<file path="config.mk">
export PLATFORM = sky130hd
export DESIGN_NAME = cfg_access_router
export DESIGN_NICKNAME = d
export VERILOG_FILES = /design/src/rtl/cfg_access_router.sv
export SDC_FILE = /design/constraint.sdc
export NUM_CORES = 1
export LEC_CHECK = 0
export BUFFER_PORTS_ARGS = -buffer_cell sky130_fd_sc_hd__buf_2
export CAP_MARGIN = 10
export CELL_PAD_IN_SITES_DETAIL_PLACEMENT = 1
export CELL_PAD_IN_SITES_GLOBAL_PLACEMENT = 1
export CORE_UTILIZATION = 27
export CTS_BUF_LIST = sky130_fd_sc_hd__clkbuf_8
export CTS_CLUSTER_DIAMETER = 40
export DETAILED_ROUTE_END_ITERATION = 12
export HOLD_SLACK_MARGIN = 0.15
export PLACE_DENSITY = 0.9
export SLEW_MARGIN = 20
export SYNTH_ARGS = -nofsm -noshare
export SYNTH_HDL_FRONTEND = slang
export SYNTH_SLANG_ARGS = --single-unit
</file>
<file path="constraint.sdc">
create_clock -name clk -period 2.5 [get_ports clk]
set_clock_uncertainty 0.15 [all_clocks]
set_input_delay 0.125 -clock clk [delete_from_list [all_inputs] [get_ports clk]]
set_output_delay 0.125 -clock clk [all_outputs]
set_load 0.02 [all_outputs]
</file>
<file path="src/rtl/cfg_access_router.sv">
module cfg_access_router #(
  parameter int OFF_W = 12
) (
  input  logic             clk,
  input  logic             rst_n,
  input  logic             req_valid,
  input  logic             req_write,
  input  logic [OFF_W-1:0] req_offset,
  input  logic [2:0]       req_size,
  input  logic [31:0]      req_wdata,
  input  logic             cfg_pcie_mode,
  input  logic [15:0]      cfg_ssvid,
  input  logic [15:0]      cfg_ssid,
  input  logic [31:0]      hdr_rdata,
  input  logic [31:0]      cap_rdata,
  input  logic [31:0]      ext_rdata,
  output logic [2:0]       tgt_sel,
  output logic [OFF_W-3:0] tgt_dw_addr,
  output logic             tgt_wr_en,
  output logic [31:0]      tgt_wmask,
  output logic [31:0]      tgt_wdata,
  output logic [7:0]       hdr_cap_ptr,
  output logic             rsp_valid,
  output logic [31:0]      rsp_data,
  output logic             rsp_err
);

  localparam logic [OFF_W-1:0] IDC_BASE = OFF_W'(12'h040);
  localparam logic [OFF_W-1:0] PCI_BASE = OFF_W'(12'h048);
  localparam logic [OFF_W-1:0] PCI_END  = OFF_W'(12'h084);
  localparam logic [OFF_W-1:0] EXT_BASE = OFF_W'(12'h100);
  localparam logic [OFF_W-1:0] PTR_DW   = OFF_W'(12'h034);

  logic [OFF_W-1:0] aligned, rel;
  logic [1:0]       bo;
  logic [4:0]       sh;
  logic             idc_on, in_hdr, in_idc, in_pci, in_ext, size_ok;
  logic [31:0]      raw, shifted, rd_lanes, idc_word;

  assign aligned = {req_offset[OFF_W-1:2], 2'b00};
  assign bo      = req_offset[1:0];
  assign sh      = {bo, 3'b000};
  assign idc_on  = |cfg_ssvid;

  assign in_hdr = aligned < IDC_BASE;
  assign in_idc = idc_on && aligned >= IDC_BASE && aligned < PCI_BASE;
  assign in_pci = cfg_pcie_mode && aligned >= PCI_BASE && aligned < PCI_END;
  assign in_ext = cfg_pcie_mode && aligned >= EXT_BASE;

  assign size_ok = (req_size == 3'd1) || (req_size == 3'd4) ||
                   (req_size == 3'd2 && bo != 2'd3);

  assign hdr_cap_ptr = idc_on ? 8'h40 : (cfg_pcie_mode ? 8'h48 : 8'h00);
  assign idc_word    = aligned[2] ? {cfg_ssid, cfg_ssvid}
                                  : {16'h0000, (cfg_pcie_mode ? 8'h48 : 8'h00), 8'h0D};

  always_comb begin
    rel = aligned;
    if (in_pci)      rel = aligned - PCI_BASE;
    else if (in_ext) rel = aligned - EXT_BASE;
  end

  assign tgt_sel     = req_valid ? {in_ext, in_pci, in_hdr} : 3'b000;
  assign tgt_dw_addr = rel[OFF_W-1:2];

  always_comb begin
    raw = 32'h0;
    if (in_hdr)      raw = (aligned == PTR_DW) ? {hdr_rdata[31:8], hdr_cap_ptr} : hdr_rdata;
    else if (in_idc) raw = idc_word;
    else if (in_pci) raw = cap_rdata;
    else if (in_ext) raw = ext_rdata;
  end

  assign shifted = raw >> sh;

  always_comb begin
    case (req_size)
      3'd1:    rd_lanes = {24'h0, shifted[7:0]};
      3'd2:    rd_lanes = {16'h0, shifted[15:0]};
      default: rd_lanes = raw;
    endcase
  end

  always_comb begin
    case (req_size)
      3'd4:    tgt_wmask = 32'hFFFF_FFFF;
      3'd2:    tgt_wmask = 32'h0000_FFFF << sh;
      3'd1:    tgt_wmask = 32'h0000_00FF << sh;
      default: tgt_wmask = 32'h0;
    endcase
  end

  assign tgt_wdata = (req_size == 3'd4) ? req_wdata : (req_wdata << sh);
  assign tgt_wr_en = req_valid && req_write && size_ok && (in_hdr || in_pci || in_ext);

  always_ff @(posedge clk or negedge rst_n) begin
    if (!rst_n) begin
      rsp_valid <= 1'b0;
      rsp_err   <= 1'b0;
      rsp_data  <= 32'h0;
    end else begin
      rsp_valid <= req_valid;
      rsp_err   <= req_valid && !size_ok;
      rsp_data  <= (req_valid && !req_write && size_ok) ? rd_lanes : 32'h0;
    end
  end

  AST_RSP_FOLLOWS_REQ: assert property (@(posedge clk) disable iff (!rst_n)
    req_valid |=> rsp_valid);
  AST_RSP_SINGLE: assert property (@(posedge clk) disable iff (!rst_n)
    !req_valid |=> !rsp_valid);
  AST_ERR_ZERO_DATA: assert property (@(posedge clk) disable iff (!rst_n)
    (rsp_valid && rsp_err) |-> rsp_data == 32'h0);
  AST_SEL_ONEHOT: assert property (@(posedge clk) disable iff (!rst_n)
    $onehot0(tgt_sel));
  AST_WR_HAS_TARGET: assert property (@(posedge clk) disable iff (!rst_n)
    tgt_wr_en |-> ($countones(tgt_sel) == 1 && tgt_wmask != 32'h0));
  AST_BYTE_WIDTH: assert property (@(posedge clk) disable iff (!rst_n)
    (rsp_valid && !rsp_err && $past(req_size) == 3'd1) |-> rsp_data[31:8] == 24'h0);
  AST_PTR_LEGAL: assert property (@(posedge clk) disable iff (!rst_n)
    hdr_cap_ptr == 8'h00 || hdr_cap_ptr == 8'h40 || hdr_cap_ptr == 8'h48);

endmodule

</file>
After elaboration in Yosys (flattened, before gate mapping):

Cells that the tools add are included.

* bits in registers: 34
* input port bits: 180
* output and inout port bits: 120
* logic and storage cells: 54

* add/subtract/negate cells: 2
* $lt $le $gt $ge: 6
* eq/ne operators: 5
* shift-type cells: 4
* multiplexer cells: 15
* reduce and logical (&&, ||, !) cells: 19

Operator list (count)
* $mux 32: 7
* $pmux 32 s3: 1
* $pmux 32 s2: 1
* $shl 16x5->32 const A: 1
* $shl 32x5->32: 1
* $shl 8x5->32 const A: 1
* $shr 32x5->16: 1
* $ge 12x7->1 const B: 2
* $lt 12x7->1 const B: 2
* $mux 12: 2
* $mux 8: 2
* $reduce_or 16->1: 1
* $ge 12x9->1 const B: 1
* $logic_and 1x1->1: 12
* $lt 12x8->1 const B: 1
* $sub 12x7->12 const B: 1
* $sub 12x9->12 const B: 1
* $eq 10x4->1 const B: 1
* $mux 7: 1
* $logic_or 1x1->1: 4
* $eq 3x1->1 const B: 1
* $eq 3x2->1 const B: 1
* $eq 3x3->1 const B: 1
* $mux 3: 1
* other kinds (2): 3

Longest topological paths before layout:

Gate-level depths: netlist of the first run.

* word-level depth: 9
* depth in mapped cells: 12

Worst setup path before layout of the first run:

Ideal clock, no wire load.

* path kind: input port to output port
* start point: input port req_offset[4]
* end point: output port tgt_dw_addr[7]
* arrival: 2254 ps
* slack: -29 ps
* cell stages on the path: 10
* buffers on the path: 3
* cell sequence: or3_4 -> o311ai_2 -> o211a_1 -> buf_4 -> buf_4 -> buf_2 -> nor2_1 -> a21oi_1 -> nor2_1 -> a221oi_1

* cells in the longest elaborated chain, start to end: 4
* elaborated cells between the ends (all ways): 10
* those cells by class: add/sub: 2; order compare: 3; mux: 2; reduce/logical: 3

Ends and longest elaborated chain
* from (decl): RTL line 8 `input logic [OFF_W-1:0] req_offset,`
* $ge 12x9->1 / $ge 12x7->1 (equally long branches): RTL line 48, 47
* $logic_and 1x1->1 (on tied branches): RTL line 48, 47
* $mux 12 / $logic_and 1x1->1 (equally long branches): RTL line 60, 47
* $mux 12 *: RTL line 59 `if (in_pci) rel = aligned - PCI_BASE;`
* to (decl): RTL line 18 `output logic [OFF_W-3:0] tgt_dw_addr,`

Every way passes the cells marked *; elsewhere a longest branch is shown, timed or not.

Final worst setup path of the first run:

* start point: input port req_offset[9]
* end point: output port tgt_dw_addr[7]

Same word-level chain as after synthesis.

==> reports/metrics.yaml, run 1 <==
global_routing:
  overflow: 0
  grt.total_usage: 0.2782
  grt_pass1_vias: 5717
  antenna_found_initial: 2
  grt_max_degree: 35
  grt_pass1_wl_um: 31900
worst_hold_path:
  hold_class: "in2reg"
sta:
  max_freq_mhz: 389.1
  setup_viol: 5
  setup_ws_ps: -69.89
  hold_viol: 0
  fin_crit_sh: 1.028
  tightest_slew_ps: 772.5
  timing.final.max_slew_violations: 0
  period_minus_slack_ps: 2570
  max-slew-margin-rel: 0.4850
power_and_ir_drop:
  powerDensity_mw_per_mm2: 317.7
  p_clk_frac: 0.213
  leakage_uw: 0.003241
  total_power_uw: 2005
  swShare: 0.4045
  ir_drop_mv: 0.1685
  seqPwrFrac: 0.282
  power_frac_comb: 0.505
  p_sw_uw: 811.0
  p_int_uw: 1194
logic_synthesis:
  ys_seq_elements: 34
  netlist_instances: 517
  synth_flop_cell: "dfrtp_1"
  synth.avg_cell_area_sq_um: 7.609
  seq_area_frac_synth: 0.2163
  synth-edff-count: 0
  syn_area_sq_mm: 0.003934
  ys_async_sr_fraction: 1.000
  yosys_warnings: 0
  ys_types: 63
clocking:
  cts_made_buffers: 5
  max-clock-path-buffers: 2
  clock-sinks: 34
  path_clk_slew_ps: 70
  cts_tree: "built"
  cts_root_buffer: "clkbuf_8"
  htreeDepth: 2
critical_path:
  cp.required_ps: 2230
  crit_type: "in2out"
  arrival_ps: 2290
  start_kind: "primary input"
  critPathMaxFanout: 17
  end_kind: "primary output"
die:
  pin_count: 300
  fp.dieArea_sq_mm: 0.01506
  row_count: 43
  die_y_um: 122.7
  die_width_um: 122.7
  initial_utilization: 0.2801
  coreArea_sq_mm: 0.01404
place:
  place_congestion: 0.9590
  dp_hpwl_um: 17660
  port_buffers: 293
  dpl-instance-area_sq_mm: 0.005804
outcome:
  violations: "setup timing"
  outcome: "complete, but fails checks"
cells_and_area:
  drive_gt1_frac: 0.4988
  multi_input_area_sq_mm: 0.002735
  stdcell_area_sq_mm: 0.006311
  syn2layout_area_growth_pct: 60.43
  post-route-util: 0.4494
  fillers: 1787
  mostFrequentLayoutCells: "290 x buf_2, 77 x buf_4, 60 x nor2_1"
  seq_area_sq_um: 850.8
  layout_commonest_cell: "buf_2"
  nets: 1034
routing:
  ant_nets: 0
  vias: 5979
  drt-wirelength-per-cell_um: 22.77
  drt-initial-drc-count: 441
  drtPass1Iterations: 5
  route.detailed.drc: 0
  drt_wl_total_um: 23500
  vias_per_cell: 5.794
run:
  timing.max_cap.violations: 0
==> registers in the layout (all words and copies together), names as in the netlist <==
signal and count:
rsp_valid 1, rsp_err 1, rsp_data 32
==> per-layer routing <==
metal | vias to the layer above | routed length (um) | global-route usage
met1 | 2876 | 8660 | 0.3330
met2 | 429 | 11710 | 0.4933
met5 | - | 0 | 0
li1 | 2569 | - | -
met3 | 105 | 1783 | 0.03810
met4 | 0 | 1347 | 0.1204
==> power by group through the flow <==
stage	clock [uW]	combinational, uW	sequential [uW]
after detailed placement	0	924	576
final	427	1010	565
after global placement	0	899	576
after CTS	430	951	565
after floorplan	0	491	590
after global routing	447	1070	566
==> final timing paths <==
path / startpoint / endpoint / slack [ps] / depth (start not counted)
worst max-delay path: req_offset[9] / tgt_dw_addr[7] / -70 / 12
worst min-delay path: hdr_rdata[28] / rsp_data[28] / 150 / 4
max in group asynchronous: rst_n / rsp_data[7] / 1410 / 2
min in group asynchronous: rst_n / rsp_data[28] / 300 / 2
==> cell usage after synthesis (all sizes together) (7+ instances only) <==
cell type | instances | share of area
a21oi | 53 | 0.067
a221oi | 30 | 0.070
a22o | 9 | 0.020
a22oi | 15 | 0.029
and3 | 21 | 0.033
buf | 50 | 0.094
clkbuf | 24 | 0.023
dfrtp | 34 | 0.22
inv | 9 | 0.0086
mux2 | 8 | 0.023
mux2i | 9 | 0.023
nand2 | 37 | 0.035
nand2b | 7 | 0.011
nor2 | 61 | 0.059
nor2b | 11 | 0.017
nor4 | 7 | 0.013
o21ai | 26 | 0.033
o31ai | 10 | 0.023
or3 | 12 | 0.023
==> repair_timing <==
| item | CTS | global route |
|---|---|---|
| pin swaps | 2 | 8 |
| hold endpoints to repair | 49 | 0 |
| buffers inserted | 3 | 4 |
| cloned | 0 | 1 |
| endpoints found under the setup margin | 7 | 20 |
| gates resized for setup | 3 | 34 |
| hold buffers | 17 | 0 |
==> worst max-delay path, stage by stage <==
cell and delay [ps]:
buf_4 120, inv_4 80, ha_4 120, or3b_4 390, o311ai_4 300, and2_4 240, buf_6 180, nor2_1 100
a21oi_1 170, nor2_1 80, a221oi_2 180, buf_4 180
==> cell type report <==
type                            instances  area share
Multi-Input combinational cell        404      0.4334
Inverter                               10    0.006741
Sequential cell                        34      0.1348
Timing Repair Buffer                  394      0.3741
Antenna cell                            2   0.0007930
Tap cell                              180     0.03569
Clock buffer                            6     0.01308
Clock inverter                          2    0.001388
==> cell families after synthesis <==
| logic type | count (synthesis) | share of synthesized area |
|---|---|---|
| XOR/XNOR | 8 | 0.01781 |
| AO/OA/AOI/OAI | 185 | 0.3346 |
| other | 1 | 0.0009533 |
| buffers and inverters | 84 | 0.1269 |
| adder cells (fa/ha/maj) | 5 | 0.01590 |
| flip-flops | 34 | 0.2163 |
| multiplexers | 17 | 0.04580 |
| AND/OR/NAND/NOR | 183 | 0.2417 |
==> metrics by stage <==
| step | setup WS, ps | hold WS [ps] | instances | TNS [ps] |
|---|---|---|---|---|
| after floorplan | 87.63 | -320.6 | 522 | 0 |
| after global placement | -315.8 | 68.75 | 998 | -2467 |
| after detailed placement | -408.0 | 85.91 | 998 | -4320 |
| after CTS | 4.584 | 153.8 | 1026 | 0 |
| after global routing | -111.9 | 157.9 | 1032 | -630.9 |
| final | -69.89 | 152.4 | 1032 | -177.0 |
(Power assumes the default switching activity.)
==> run 2, diff against run 1 <==
--- a/config.mk
+++ b/config.mk
@@ -9,6 +9,7 @@
 export CAP_MARGIN = 10
 export CELL_PAD_IN_SITES_DETAIL_PLACEMENT = 1
 export CELL_PAD_IN_SITES_GLOBAL_PLACEMENT = 1
+export CORE_MARGIN = 2
 export CORE_UTILIZATION = 27
 export CTS_BUF_LIST = sky130_fd_sc_hd__clkbuf_8
 export CTS_CLUSTER_DIAMETER = 40
==> run 2 against run 1 <==
The run still ends with setup timing left; core utilization down 0.84 points; cell area up 0.42%; sequential share of layout area down 0.056 points; sequential cell count unchanged; die area up 3.3%; cell count up 0.68%; largest cell class unchanged.
==> reports/metrics.yaml, run 2 (synthesized netlist as in run 1, its figures left out) <==
critical_path:
  end_kind: "register"  # was primary output
  critPathMaxFanout: 6  # was 17
  path_cells: "buf_2 -> inv_2 -> ha_2 -> nor3b_4 -> buf_4 -> nand2_1 -> o31ai_4 -> buf_4 -> a221oi_1 -> or3_1 -> buf_4 -> o22a_1 -> o22ai_1"  # was buf_4 -> inv_4 -> ha_4 -> or3b_4 -> o311ai_4 -> and2_4 -> buf_6 -> nor2_1 -> a21oi_1 -> nor2_1 -> a221oi_2 -> buf_4
  arrival_ps: 2900  # was 2290 ps
  crit_slowest_cell: "or3_1"  # was or3b_4
  crit_top_cell: "buf_4"
  crit_type: "in2reg"  # was in2out
  start_kind: "primary input"  # unchanged
  cpPeakStageDelay_ps: 370  # was 390 ps
  cp.required_ps: 2500  # was 2230 ps
sta:
  tightest_slew_ps: 851.8  # was 772.5 ps
  timing.final.max_slew_violations: 0  # unchanged
  hold_slack_ps: 167.3  # was 152.4 ps
  hold_viol: 0  # unchanged
  fin_crit_sh: 1.162  # was 1.028
  setup_ws_ps: -405.9  # was -69.89 ps
  setup_viol: 18  # was 5
  tns_ps: -2323  # was -177.0 ps
  rsz0062_at_grt: "yes"
  max_freq_mhz: 344.1  # was 389.1 MHz
  period_minus_slack_ps: 2906  # was 2570 ps
  max-slew-margin-rel: 0.4270  # was 0.4850
worst_hold_path:
  hold_class: "in2reg"  # unchanged
global_routing:
  overflow: 0  # unchanged
  grt_max_degree: 35  # unchanged
  grt.total_usage: 0.2631  # was 0.2782
  antenna_found_initial: 1  # was 2
  grt_pass1_vias: 5896  # was 5717
  grt_pass1_wl_um: 32660  # was 31900 um
clocking:
  cts_tree: "built"  # unchanged
  max-clock-path-buffers: 2  # unchanged
  htreeDepth: 2  # unchanged
  cts_made_buffers: 5  # unchanged
  path_clk_slew_ps: 80  # was 70 ps
  clock-sinks: 34  # unchanged
  cts_root_buffer: "clkbuf_8"  # unchanged
routing:
  vias_per_cell: 5.808  # was 5.794
  drtPass1Iterations: 5  # unchanged
  ant_nets: 0  # unchanged
  route.detailed.drc: 0  # unchanged
  vias: 6034  # was 5979
  drt-wirelength-per-cell_um: 23.84  # was 22.77 um
  drt-initial-drc-count: 529  # was 441
  drt_wl_total_um: 24770  # was 23500 um
cells_and_area:
  layout_commonest_cell: "buf_2"  # unchanged
  post-route-util: 0.4410  # was 0.4494
  stdcell_area_sq_mm: 0.006337  # was 0.006311 sq mm
  top_regs: "rsp_data: 32 flops, rsp_err: 1 flops, rsp_valid: 1 flops"  # unchanged
  mostFrequentLayoutCells: "290 x buf_2, 84 x buf_4, 59 x nor2_1"  # was 290 x buf_2, 77 x buf_4, 60 x nor2_1
  drive_gt1_frac: 0.5117  # was 0.4988
  syn2layout_area_growth_pct: 61.10  # was 60.43%
  largest_reg_flops: 32  # unchanged
  nets: 1038  # was 1034
  regMostFlops: "rsp_data"  # unchanged
place:
  port_buffers: 293  # unchanged
  dp_hpwl_um: 17980  # was 17660 um
  dpl-instance-area_sq_mm: 0.005774  # was 0.005804 sq mm
  place_congestion: 0.9551  # was 0.9590
power_and_ir_drop:
  ir_drop_mv: 0.2160  # was 0.1685 mV
  powerDensity_mw_per_mm2: 332.5  # was 317.7 mW/mm^2
  leakage_uw: 0.003264  # was 0.003241 uW
run:
  timing.max_cap.violations: 0  # unchanged
die:
  initial_utilization: 0.2738  # was 0.2801
  fp.dieArea_sq_mm: 0.01555  # was 0.01506 sq mm
  coreArea_sq_mm: 0.01437  # was 0.01404 sq mm
  pin_count: 300  # unchanged
  row_count: 44  # was 43
  die_width_um: 124.7  # was 122.7 um
  die_y_um: 124.7  # was 122.7 um
outcome:
  outcome: "complete, but fails checks"  # unchanged
  violations: "setup timing"  # unchanged
run 2: cell types whose count changed in the layout (fill, tap and decap cells not counted), moves of 3 or more:
cell           change
a221oi_1           -3
a221oi_2           +3
buf_4              +7
dlygate4sd3_1      -3
run 2: critical path: cells and delay by family:
kind / cells / cell delay [ps]
AO/OA/AOI/OAI: 4 / 900
AND/OR/NAND/NOR: 3 / 830
buffers and inverters: 5 / 780
adder cells (fa/ha/maj): 1 / 230
run 2: path summary, 6_finish.rpt:
check,endpoint,cells after the start,startpoint
min in group asynchronous,rsp_data[27],2,rst_n
max in group asynchronous,rsp_data[7],2,rst_n
worst min-delay path,rsp_data[28],4,cfg_ssid[12]
worst max-delay path,rsp_data[8],13,req_offset[8]
run 2: stage by stage:
step / cells / total power (uW) / worst slack [ps]
after global routing: 1039 / 2195 / -411.8
after floorplan: 522 / 1081 / 87.63
after CTS: 1020 / 2024 / 5.319
after detailed placement: 999 / 1490 / -303.5
final: 1039 / 2107 / -405.9
after global placement: 999 / 1468 / -155.8
run 2: repair_timing:
item / in CTS / in global routing
endpoints found under the hold margin: 46 / 2
pin swaps: 2 / 11
endpoints found under the setup margin: 3 / 18
setup buffers: 1 / 15
resized for setup: 6 / 33
hold buffers: 12 / 2
gates cloned: 0 / 1
run 2: where the power goes:
part           internal, uW  total, uW  switching (uW)
registers               561        564            3.52
logic                   419       1030             610
clock network           296        514             218
total                  1280       2110             831
run 2: area by class of cell:
type	count	area, sq um
fill	1818	8031
multi-input combinational	404	2730
timing repair buffer	398	2370
sequential	34	850.8
tap	184	230.2
clock buffer	5	68.82
clock inverter	3	45.04
inverter	10	40.04
antenna	1	2.502
run 2: metal layers:
layer	vias to the layer above	wire, um	GRT usage
met3	136	2115	0.05198
met4	0	1760	0.1269
met1	2852	8787	0.3025
li1	2573	-	-
met2	473	12100	0.4654
met5	-	0	0
==> run 3, diff against run 2 <==
--- a/config.mk
+++ b/config.mk
@@ -9,13 +9,13 @@
 export CAP_MARGIN = 10
 export CELL_PAD_IN_SITES_DETAIL_PLACEMENT = 1
 export CELL_PAD_IN_SITES_GLOBAL_PLACEMENT = 1
-export CORE_MARGIN = 2
 export CORE_UTILIZATION = 27
 export CTS_BUF_LIST = sky130_fd_sc_hd__clkbuf_8
 export CTS_CLUSTER_DIAMETER = 40
 export DETAILED_ROUTE_END_ITERATION = 12
 export HOLD_SLACK_MARGIN = 0.15
 export PLACE_DENSITY = 0.9
+export RECOVER_POWER = 50
 export SLEW_MARGIN = 20
 export SYNTH_ARGS = -nofsm -noshare
 export SYNTH_HDL_FRONTEND = slang
==> run 3 against run 2 <==
The run still ends with setup timing left; first-iteration DRC count fell by 17%; combinational power barely moved; sequential cell count is the same; cell count decreased by 0.67%; total power is 5.2% lower; critical path depth fell by 1; die area shrank 3.2%; sequential share of layout area rose by 0.21 points; cell area fell by 1.5%; routed wire length shrank 4.5%; maximum frequency up 13%; global-route usage grew 1.5 points; largest cell class unchanged; highest routed layer unchanged.
==> reports/metrics.yaml, run 3 (synthesized netlist as in run 1, its figures left out) <==
routing:
  route.detailed.drc: 0  # unchanged
  vias: 5980  # was 6034
  drt-wirelength-per-cell_um: 22.93  # was 23.84 um
  ant_nets: 0  # unchanged
  drt-initial-drc-count: 441  # was 529
  drt_wl_total_um: 23660  # was 24770 um
  drtPass1Iterations: 5  # unchanged
  vias_per_cell: 5.795  # was 5.808
clocking:
  cts_made_buffers: 5  # unchanged
  htreeDepth: 2  # unchanged
  clock-sinks: 34  # unchanged
  path_clk_slew_ps: 70  # was 80 ps
  cts_tree: "built"  # unchanged
  max-clock-path-buffers: 2  # unchanged
  cts_root_buffer: "clkbuf_8"  # unchanged
critical_path:
  start_kind: "primary input"  # unchanged
  crit_buf_inv: 4  # was 5
  cpLargestDelayFamily: "simple AND/OR/NAND/NOR gates"  # was compound AO/OA/AOI/OAI gates
  arrival_ps: 2300  # was 2900 ps
  path_cells: "buf_4 -> inv_4 -> ha_4 -> or3b_4 -> o311ai_4 -> and2_4 -> buf_6 -> nor2_1 -> a21oi_1 -> nor2_1 -> a221oi_2 -> buf_4"  # was buf_2 -> inv_2 -> ha_2 -> nor3b_4 -> buf_4 -> nand2_1 -> o31ai_4 -> buf_4 -> a221oi_1 -> or3_1 -> buf_4 -> o22a_1 -> o22ai_1
  end_kind: "primary output"  # was register
  cpPeakStageDelay_ps: 390  # was 370 ps
  critPathMaxFanout: 17  # was 6
  cp.required_ps: 2230  # was 2500 ps
  crit_slowest_cell: "or3b_4"  # was or3_1
  crit_type: "in2out"  # was in2reg
global_routing:
  grt_pass1_vias: 5717  # was 5896
  grt_max_degree: 35  # unchanged
  grt.total_usage: 0.2782  # was 0.2631
  overflow: 0  # unchanged
  grt_pass1_wl_um: 31900  # was 32660 um
  antenna_found_initial: 2  # was 1
sta:
  setup_viol: 3  # was 18
  max-slew-margin-rel: 0.4254  # was 0.4270
  timing.final.max_slew_violations: 0  # unchanged
  max_freq_mhz: 389.1  # was 344.1 MHz
  period_minus_slack_ps: 2570  # was 2906 ps
  fin_crit_sh: 1.028  # was 1.162
  tns_ps: -164.5  # was -2323 ps
  setup_ws_ps: -70.00  # was -405.9 ps
  tightest_slew_ps: 861.9  # was 851.8 ps
  hold_viol: 0  # unchanged
die:
  row_count: 43  # was 44
  die_y_um: 122.7  # was 124.7 um
  initial_utilization: 0.2801  # was 0.2738
  die_width_um: 122.7  # was 124.7 um
  pin_count: 300  # unchanged
  coreArea_sq_mm: 0.01404  # was 0.01437 sq mm
  fp.dieArea_sq_mm: 0.01506  # was 0.01555 sq mm
cells_and_area:
  regMostFlops: "rsp_data"  # unchanged
  mostFrequentLayoutCells: "237 x buf_2, 75 x buf_4, 60 x nor2_1"  # was 290 x buf_2, 84 x buf_4, 59 x nor2_1
  layout_commonest_cell: "buf_2"  # unchanged
  drive_gt1_frac: 0.4376  # was 0.5117
  syn2layout_area_growth_pct: 58.65  # was 61.10%
  top_regs: "rsp_data: 32 flops, rsp_err: 1 flops, rsp_valid: 1 flops"  # unchanged
  nets: 1034  # was 1038
  largest_reg_flops: 32  # unchanged
outcome:
  violations: "setup timing"  # unchanged
  outcome: "complete, but fails checks"  # unchanged
power_and_ir_drop:
  ir_drop_mv: 0.1682  # was 0.2160 mV
  powerDensity_mw_per_mm2: 320.3  # was 332.5 mW/mm^2
  total_power_uw: 1999  # was 2107 uW
  leakage_uw: 0.003032  # was 0.003264 uW
place:
  dp_hpwl_um: 17660  # was 17980 um
  port_buffers: 293  # unchanged
  place_congestion: 0.9590  # was 0.9551
run:
  timing.max_cap.violations: 0  # unchanged
worst_hold_path:
  hold_class: "in2reg"  # unchanged
run 3: changes by cell type in the layout (fill, tap and decap cells not counted), sizes merged:
| cell | previous run | this run |
|---|---|---|
| diode | 1 | 2 |
| buf | 383 | 321 |
| clkinvlp | 2 | 0 |
| dlygate4sd3 | 14 | 17 |
| bufinv | 1 | 0 |
| clkinv | 1 | 2 |
| inv | 9 | 10 |
| clkbuf | 6 | 62 |
run 3: layout make-up:
cell class	count	area [sq um]
inverter	10	42.54
fill	1811	7801
timing repair buffer	394	2291
clock buffer	6	82.58
tap	180	225.2
sequential	34	850.8
multi-input combinational	404	2735
antenna	2	5.005
clock inverter	2	8.758
run 3: power by group:
group | internal (uW) | switching [uW] | total, uW
logic | 405 | 601 | 1010
registers | 561 | 4.67 | 566
clock network | 218 | 209 | 427
total | 1180 | 814 | 2000
run 3: worst paths after layout:
check / start / endpoint / slack (ps) / cells past startpoint
worst max-delay path: req_offset[9] / tgt_dw_addr[7] / -70 / 12
worst min-delay path: hdr_rdata[28] / rsp_data[28] / 150 / 4
max in group asynchronous: rst_n / rsp_data[7] / 1330 / 2
min in group asynchronous: rst_n / rsp_data[28] / 330 / 2
run 3: metal layers:
layer  global-route usage  wire length [um]  vias to the layer above
li1                     -                 -                     2569
met1               0.3330              8896                     2881
met2               0.4933             11620                      416
met3              0.03810              1732                      114
met4               0.1204              1412                        0
met5                    0                 0                        -
run 3: per-stage QoR:
| stage | instances | instance area [sq um] | utilization | worst slack [ps] | hold slack [ps] |
|---|---|---|---|---|---|
| final | 1032 | 6241 | 0.4444 | -70.00 | 152.9 |
| after global routing | 1032 | 6241 | 0.4444 | -111.9 | 157.9 |
| after CTS | 1026 | 6112 | 0.4353 | 4.584 | 153.8 |
| after detailed placement | 998 | 5804 | 0.4133 | -408.0 | 85.91 |
| after global placement | 998 | 5804 | 0.4133 | -315.8 | 68.75 |
| after floorplan | 522 | 3959 | - | 87.63 | -320.6 |
run 3: repair_timing:
action                                  in CTS  in global routing
gates resized for setup                      3                 34
hold buffers                                17                  0
pin swaps                                    2                  8
buffers inserted                             3                  4
hold endpoints to repair                    49                  0
endpoints found under the setup margin       7                 20
cloned                                       0                  1
run 3: worst min-delay path: cells and delay by family:
kind	cells	cell delay, ps
buffers and inverters	1	90
AND/OR/NAND/NOR	3	330
